### config.mk
export PLATFORM = sky130hd
export DESIGN_NAME = wn_window_decoder
export DESIGN_NICKNAME = d
export VERILOG_FILES = /design/src/rtl/wn_pkg.sv /design/src/rtl/wn_cfg_regs.sv /design/src/rtl/wn_fwd_decode.sv /design/src/rtl/wn_inbound_route.sv /design/src/rtl/wn_window_decoder.sv
export SDC_FILE = /design/constraint.sdc
export NUM_CORES = 1
export LEC_CHECK = 0
export BUFFER_PORTS_ARGS = -buffer_cell sky130_fd_sc_hd__buf_2
export CELL_PAD_IN_SITES_DETAIL_PLACEMENT = 2
export CELL_PAD_IN_SITES_GLOBAL_PLACEMENT = 2
export CORE_UTILIZATION = 27
export DETAILED_ROUTE_END_ITERATION = 12
export PLACE_DENSITY = 0.79
export SYNTH_ARGS = -nofsm -noshare
export SYNTH_HDL_FRONTEND = slang
export SYNTH_SLANG_ARGS = --single-unit
### constraint.sdc
create_clock -name clk -period 2.24 [get_ports clk]
set_input_delay 0.336 -clock clk [delete_from_list [all_inputs] [get_ports clk]]
set_output_delay 0.336 -clock clk [all_outputs]
set_load 0.005 [all_outputs]
### src/rtl/wn_pkg.sv
package wn_pkg;

   // Route codes for bus-master addresses
   typedef enum logic [1:0] {
      ROUTE_NONE = 2'b00,
      ROUTE_SYS  = 2'b01,
      ROUTE_PCI  = 2'b10,
      ROUTE_CPU  = 2'b11
   } route_e;

   // Register select encoding on the write port
   localparam logic SEL_ENABLE  = 1'b0;
   localparam logic SEL_CONTROL = 1'b1;

endpackage

### src/rtl/wn_cfg_regs.sv
module wn_cfg_regs #(
   parameter int DATA_W   = 32,
   parameter int NUM_WIN  = 32,
   parameter int MODE_LSB = 7,
   parameter int MODE_W   = 2,
   parameter logic [MODE_W-1:0] MODE_VAL = 2'b01
) (
   input  logic               clk,
   input  logic               rst_n,
   input  logic               wr,
   input  logic               sel,
   input  logic [DATA_W-1:0]  wdata,
   output logic [NUM_WIN-1:0] win_en,
   output logic               fwd_active
);
   import wn_pkg::*;

   // The first and last windows are never forwarded: build a constant mask
   logic [NUM_WIN-1:0] keep_mask;
   for (genvar g = 0; g < NUM_WIN; g++) begin : g_mask
      if (g == 0 || g == NUM_WIN-1) begin : g_drop
         assign keep_mask[g] = 1'b0;
      end else begin : g_keep
         assign keep_mask[g] = 1'b1;
      end
   end

   logic [NUM_WIN-1:0] en_q;
   logic [MODE_W-1:0]  mode_q;

   always_ff @(posedge clk or negedge rst_n) begin
      if (!rst_n) begin
         en_q   <= '0;
         mode_q <= '0;
      end else if (wr) begin
         if (sel == SEL_ENABLE) en_q   <= wdata[NUM_WIN-1:0] & keep_mask;
         else                   mode_q <= wdata[MODE_LSB +: MODE_W];
      end
   end

   assign win_en     = en_q;
   assign fwd_active = (mode_q == MODE_VAL);

   // Bits of the write word outside both fields are not stored
   logic unused_wdata;
   assign unused_wdata = ^wdata;

   // an enable write lands on the next edge
   p_enable_write_r9: assert property (@(posedge clk) disable iff (!rst_n)
      (wr && sel == SEL_ENABLE) |=> win_en[NUM_WIN-2:1] == $past(wdata[NUM_WIN-2:1]));

   // without a write the configuration holds
   p_cfg_hold_r9: assert property (@(posedge clk) disable iff (!rst_n)
      !wr |=> ($stable(win_en) && $stable(fwd_active)));

endmodule

### src/rtl/wn_fwd_decode.sv
module wn_fwd_decode #(
   parameter int ADDR_W    = 32,
   parameter int NUM_WIN   = 32,
   parameter int WIN_SHIFT = 23,
   parameter logic [ADDR_W-1:0] WIN_BASE = 32'hF000_0000
) (
   input  logic                       valid,
   input  logic [ADDR_W-1:0]          addr,
   input  logic [NUM_WIN-1:0]         win_en,
   input  logic                       fwd_active,
   output logic                       hit,
   output logic [$clog2(NUM_WIN)-1:0] win
);
   localparam int IDX_W = $clog2(NUM_WIN);
   localparam int TOP_L = WIN_SHIFT + IDX_W;

   logic             in_region;
   logic [IDX_W-1:0] idx;

   assign in_region = (addr[ADDR_W-1:TOP_L] == WIN_BASE[ADDR_W-1:TOP_L]);
   assign idx       = addr[TOP_L-1:WIN_SHIFT];

   always_comb begin
      hit = valid && fwd_active && in_region && win_en[idx];
      win = idx;
   end

   // Offset bits inside a window play no part in the decision
   logic unused_offset;
   assign unused_offset = ^addr[WIN_SHIFT-1:0];

endmodule

### src/rtl/wn_inbound_route.sv
module wn_inbound_route #(
   parameter int ADDR_W    = 32,
   parameter int NUM_WIN   = 32,
   parameter int WIN_SHIFT = 23,
   parameter logic [ADDR_W-1:0] WIN_BASE = 32'hF000_0000,
   parameter logic [ADDR_W-1:0] CPU_LO   = 32'hFFF0_0000
) (
   input  logic [ADDR_W-1:0] addr,
   output wn_pkg::route_e    route
);
   import wn_pkg::*;

   localparam int IDX_W = $clog2(NUM_WIN);
   localparam int TOP_L = WIN_SHIFT + IDX_W;
   localparam logic [ADDR_W-1:0] WIN_SZ  = ADDR_W'(1) << WIN_SHIFT;
   localparam logic [ADDR_W-1:0] SYS_END = WIN_BASE + WIN_SZ;

   logic             in_region;
   logic [IDX_W-1:0] idx;
   logic             pci_win;

   assign in_region = (addr[ADDR_W-1:TOP_L] == WIN_BASE[ADDR_W-1:TOP_L]);
   assign idx       = addr[TOP_L-1:WIN_SHIFT];
   assign pci_win   = in_region && (idx != '0) && (idx != {IDX_W{1'b1}});

   always_comb begin
      if (addr >= CPU_LO)       route = ROUTE_CPU;
      else if (pci_win)         route = ROUTE_PCI;
      else if (addr < SYS_END)  route = ROUTE_SYS;
      else                      route = ROUTE_NONE;
   end

endmodule

### src/rtl/wn_window_decoder.sv
module wn_window_decoder #(
   parameter int ADDR_W    = 32,
   parameter int DATA_W    = 32,
   parameter int NUM_WIN   = 32,
   parameter int WIN_SHIFT = 23,
   parameter logic [ADDR_W-1:0] WIN_BASE = 32'hF000_0000,
   parameter logic [ADDR_W-1:0] CPU_LO   = 32'hFFF0_0000,
   parameter int MODE_LSB  = 7,
   parameter int MODE_W    = 2,
   parameter logic [MODE_W-1:0] MODE_VAL = 2'b01,
   parameter bit OUT_REG   = 1'b1
) (
   input  logic              clk,
   input  logic              rst_n,
   input  logic              reg_wr,
   input  logic              reg_sel,
   input  logic [DATA_W-1:0] reg_wdata,
   input  logic              cpu_valid,
   input  logic [ADDR_W-1:0] cpu_addr,
   input  logic              bm_valid,
   input  logic [ADDR_W-1:0] bm_addr,
   output logic              fwd_hit,
   output logic [$clog2(NUM_WIN)-1:0] fwd_win,
   output logic              bm_route_vld,
   output logic [1:0]        bm_route
);
   import wn_pkg::*;

   localparam int IDX_W = $clog2(NUM_WIN);

   // Elaboration-time parameter checks
   if (NUM_WIN < 4 || (1 << IDX_W) != NUM_WIN) begin : g_chk_win
      $error("NUM_WIN must be a power of two of at least 4");
   end
   if (NUM_WIN > DATA_W) begin : g_chk_en
      $error("enable register narrower than the window count");
   end
   if (WIN_SHIFT + IDX_W > ADDR_W) begin : g_chk_span
      $error("window span exceeds the address width");
   end
   if (MODE_LSB + MODE_W > DATA_W) begin : g_chk_mode
      $error("mode field outside the control word");
   end

   logic               fwd_active;
   logic [NUM_WIN-1:0] win_en;
   logic               hit_c;
   logic [IDX_W-1:0]   win_c;
   route_e             route_c;

   wn_cfg_regs #(
      .DATA_W(DATA_W), .NUM_WIN(NUM_WIN), .MODE_LSB(MODE_LSB),
      .MODE_W(MODE_W), .MODE_VAL(MODE_VAL)
   ) u_cfg (
      .clk(clk), .rst_n(rst_n), .wr(reg_wr), .sel(reg_sel), .wdata(reg_wdata),
      .win_en(win_en), .fwd_active(fwd_active)
   );

   wn_fwd_decode #(
      .ADDR_W(ADDR_W), .NUM_WIN(NUM_WIN), .WIN_SHIFT(WIN_SHIFT), .WIN_BASE(WIN_BASE)
   ) u_fwd (
      .valid(cpu_valid), .addr(cpu_addr), .win_en(win_en), .fwd_active(fwd_active),
      .hit(hit_c), .win(win_c)
   );

   wn_inbound_route #(
      .ADDR_W(ADDR_W), .NUM_WIN(NUM_WIN), .WIN_SHIFT(WIN_SHIFT),
      .WIN_BASE(WIN_BASE), .CPU_LO(CPU_LO)
   ) u_route (
      .addr(bm_addr), .route(route_c)
   );

   if (OUT_REG) begin : g_out_reg
      always_ff @(posedge clk or negedge rst_n) begin
         if (!rst_n) begin
            fwd_hit      <= 1'b0;
            fwd_win      <= '0;
            bm_route_vld <= 1'b0;
            bm_route     <= ROUTE_NONE;
         end else begin
            fwd_hit      <= hit_c;
            fwd_win      <= win_c;
            bm_route_vld <= bm_valid;
            bm_route     <= route_c;
         end
      end

      // the end windows never forward
      p_end_windows_r2: assert property (@(posedge clk) disable iff (!rst_n)
         fwd_hit |-> (fwd_win != '0 && fwd_win != {IDX_W{1'b1}}));

      // a hit needs the mode field at its enabling value
      p_mode_gate_r3: assert property (@(posedge clk) disable iff (!rst_n)
         fwd_hit |-> $past(fwd_active));

      // a hit needs a request and an enabled window
      p_hit_needs_req_r4: assert property (@(posedge clk) disable iff (!rst_n)
         fwd_hit |-> ($past(cpu_valid) && $past(win_en[cpu_addr[WIN_SHIFT +: IDX_W]])));

      // CPU route code only for the top region
      p_cpu_route_r7: assert property (@(posedge clk) disable iff (!rst_n)
         (bm_route_vld && bm_route == ROUTE_CPU) |-> $past(bm_addr) >= CPU_LO);

      // no result without a request in the previous cycle
      p_idle_route_r9: assert property (@(posedge clk) disable iff (!rst_n)
         !bm_valid |=> !bm_route_vld);
   end else begin : g_out_comb
      always_comb begin
         fwd_hit      = hit_c;
         fwd_win      = win_c;
         bm_route_vld = bm_valid;
         bm_route     = route_c;
      end
   end

endmodule

==> results.md <==
- The TritonCTS sink count is roughly 40.
- The first routing iteration left 35 violations.
- The worst flop-to-flop path endpoint is fwd_hit$_DFF_PN0_.
- The max-slew violation count came to 0.
- The worst min-delay path category is in -> reg.
- The initial cell density of the core is 27.9%.
- Entering global routing, the biggest net connects 31 pins.
- The peak per-stage delay on the critical path is 500 ps.
- IR analysis of the VDD net gives a maximum drop of 0.258 mV.
- The endpoint required time on the critical path is 2420 ps.
- The summed area of non-filler cells in the final layout is 2310 µm².
- The flow ran to the end, and the final reports show no timing, DRC or antenna violations.
- The clock tree from TritonCTS is built.
- The first global-routing pass estimated 7030 µm of wire.
- Global routing finished with a remaining overflow of 0.
- For this run, the register share of the synthesized area comes to 58.0%.
- The shortest clock period the worst path allows after layout is 1560 ps.
- The congestion estimate from routability-driven global placement came to 0.661.
- The total half-perimeter wirelength after legalization and detailed placement is 3190 µm.
- The net count reported at finish is 290.
- The count of warnings emitted by yosys is 0.
- Based on the critical path, the design can be clocked at up to 640 MHz.
- The tool flagged a number of max-cap violations equal to 0.
- The first-pass detailed-route iteration total is 3.
- The critical path startpoint is u_cfg.win_en[5]$_DFFE_PN0P_.
- The synthesized netlist net count is 220.
- After synthesis the cells add up to between 1500 and 2000 µm².
- Once the clock tree was built, the resizer swapped 0 gates to a different size.
- The xor-xnor portion of the synthesized cell area is 0%.
- The number of failing setup endpoints in the final timing report is 0.
- The count of nets left with antenna violations once routing finished came out at 0.
- The actual slew at the worst max-slew pin is 451 ps.
- The floorplan step set the die height to 83.0 µm.
- The area growth from synthesis to layout is 30.4%.
- The filler cell count is 668.
- The number of antenna violations at the first check in global routing is 0.
- For the worst flop-to-flop path, the logic depth is 4.
- In the routed layout, each cell is associated on average with a via count of 4.68.
- The worst register-to-register path has a setup slack of 680 ps.
- In this run the power density over the cells is 758 nW/µm².
- The startpoint identified for the worst register-to-register timing path is u_cfg.win_en[5]$_DFFE_PN0P_.
- Setup repair after global routing left no endpoint under its margin.
- The cell area reported after detailed placement is 2180 µm².
- The average wire length per cell after detail routing is between 15 and 20 µm.
- The startpoint identified for the worst hold timing path is bm_valid.
- After clock tree synthesis, the flow added hold-fix buffers numbering 1.
- The worst hold slack is 145 ps.
- The setup slack at placement is 349 ps.
- Along the worst path, the maximum fanout reaches 2.
- Summing the areas of all and, or, nand and nor instances in the mapped netlist gives about 5.7% of the synthesized area.
- From left edge to right edge, the die measures just over 80 µm.
- The capture endpoint of the worst hold path is bm_route_vld$_DFF_PN0_.
- Summing the areas of all compound-gate instances in the mapped netlist gives 3.25% of the synthesized area.
- The buffer levels on the longest clock path is 2.
- The overall power after layout is around 1.8 mW.
- The worst slew margin relative to its limit is 69.9%.
- TritonCTS created 5 clock buffers.
- The critical setup path kind is reg -> reg.
- The highest-delay cell along the critical path is mux4_1.
- The worst setup path is captured at a flop.
- Dividing the final minimum period by the clock period gives 69.8%.
- The root buffer cell is clkbuf_8.
- Adding up every negative setup slack in the final design gives 0 ps.
- The total leakage power is approximately 1.1 nW.
- The per-instance average area after synthesis is about 15 µm².
- The worst setup path is launched from a flop.
- The row count is 29.
- The number of placed I/O pins is 111.
- The clock-pin transition on the worst setup and hold timing paths is ~80 ps.
- During placement, the flow inserted port buffers numbering 65.
- The later pin in the worst-skew pair is clocked with a latency of 290 ps.
- The number of distinct library cells after synthesis is 26.
- The synthesized design contains 41 register bits.
- In this run the post-CTS setup repair buffer count came out at 0.
- The share of cells above drive strength 1 is 59.3%.
- The worst setup margin is 677 ps.
- Summing all flip-flop and latch instances after layout gives a little over 1000 µm².
- The number of global-route vias before repair is 1430.
- After floorplanning, the core was sized to cover about 6300 µm².
- The clock arrives with ~5 ps of skew.
- The die covers around 6900 µm².
- Counting instances, the worst hold path has a depth of 1.
- The total global-route track usage is a little over an eighth.
- The detailed router placed roughly 1200 vias in this run.
- The final wirelength is 4120 µm.
- The area taken by multi-input logic gates is 712 µm².
- By area, the combinational part of the netlist is dominated by multiplexers.
- The arrival time at the worst endpoint is 1740 ps.
- Of the post-synthesis cell area, the part taken by muxes is 31.2%.
- The deepest level of the CTS H-tree is 2.
- For this run, design rule violations remaining after detail routing come to 0.
- Walking the worst path, the cells encountered are mux4_1 > o21ai_0 > a31oi_1 > o311a_1.
- The number of hold violations in the final report is 0.
- The cell count after synthesis came out at 118.
- The count of inserted antenna diode cells is 0.
- The adder and majority cell fraction of the synthesized area is 0%.
[stage by stage]
stage / instances / util (%)
floorplan: 118 / -
finish: 266 / 36.4
global route: 266 / 36.4
CTS: 266 / 36.4
global placement: 257 / 34.4
detailed placement: 257 / 34.4
[cell usage after synthesis (all sizes together)]
master | instances | share of area (%)
nand4b | 1 | 0.49
nor2b | 1 | 0.35
or3 | 1 | 0.35
nand4 | 1 | 0.35
o211a | 1 | 0.57
o311a | 1 | 0.57
mux2 | 33 | 21
inv | 2 | 0.42
a31oi | 1 | 0.35
mux2i | 6 | 3.4
nor2 | 5 | 1.1
nand3 | 3 | 0.85
buf | 5 | 1.6
nor3 | 1 | 0.28
o21ba | 1 | 0.57
o21ai | 1 | 0.28
mux4 | 5 | 6.8
or4 | 1 | 0.42
o211ai | 1 | 0.42
nand3b | 2 | 0.85
nand2 | 3 | 0.64
a311oi | 1 | 0.49
dfrtp | 41 | 58
[layout by cell type (no fill, tap or decap), drive strengths merged, types with 2 or more instances in the layout]
cell / Yosys / routed
buf: 5 / 67
clkbuf: 0 / 7
dfrtp: 41 / 41
inv: 2 / 2
mux2: 33 / 33
mux2i: 6 / 6
mux4: 5 / 5
nand2: 3 / 3
nand3: 3 / 3
nand3b: 2 / 2
nor2: 5 / 5
[power by group]
group	switching (mW)	leakage [nW]	total (mW)	internal (mW)
combinational	0.101	0.535	0.261	0.160
sequential	0.0429	0.482	0.874	0.831
clock	0.252	0.0585	0.616	0.363
[final cells by class]
type | count | area share [%]
sequential | 41 | 44.4
multi-input combinational | 70 | 30.8
timing repair buffer | 68 | 15.2
tap | 77 | 4.17
clock buffer | 7 | 3.74
clock inverter | 1 | 1.30
inverter | 2 | 0.325
[critical path, delay by kind of cell (launching register included)]
kind | cells | cell delay (ps)
multiplexers | 1 | 500
flip-flops | 1 | 380
AO/OA/AOI/OAI | 3 | 570
[state kept, by name, summed over array words and instances, names as in the netlist]
| signal | flops |
|---|---|
| bm_route | 2 |
| u_cfg.mode_q | 2 |
| bm_route_vld | 1 |
| u_cfg.win_en | 30 |
| fwd_win | 5 |
| fwd_hit | 1 |
[cells by family (layout without fill, tap and decap cells)]
| group | after synthesis | count (layout) |
|---|---|---|
| flip-flops | 41 | 41 |
| multiplexers | 44 | 44 |
| AND/OR/NAND/NOR | 19 | 19 |
| buffers and inverters | 7 | 78 |
| AO/OA/AOI/OAI | 7 | 7 |
[metal layers]
layer  global-route usage (%)  vias up  part of all wire (%)
met5                        0        -                     0
met4                     4.23        0                   1.1
met3                     5.37        4                   8.6
met2                     21.2       53                    48
met1                     16.3      619                    42
li1                         -      570                     -
[worst max-delay path by stage]
stage / to / cells past startpoint
2_1_floorplan: fwd_hit$_DFF_PN0_ / 5
3_5_place_dp: fwd_hit$_DFF_PN0_ / 5
6_report: fwd_hit$_DFF_PN0_ / 4
3_3_place_gp: fwd_hit$_DFF_PN0_ / 5
4_1_cts: fwd_hit$_DFF_PN0_ / 4
5_1_grt: fwd_hit$_DFF_PN0_ / 5
Note: power is estimated with default switching activity, not from simulation.
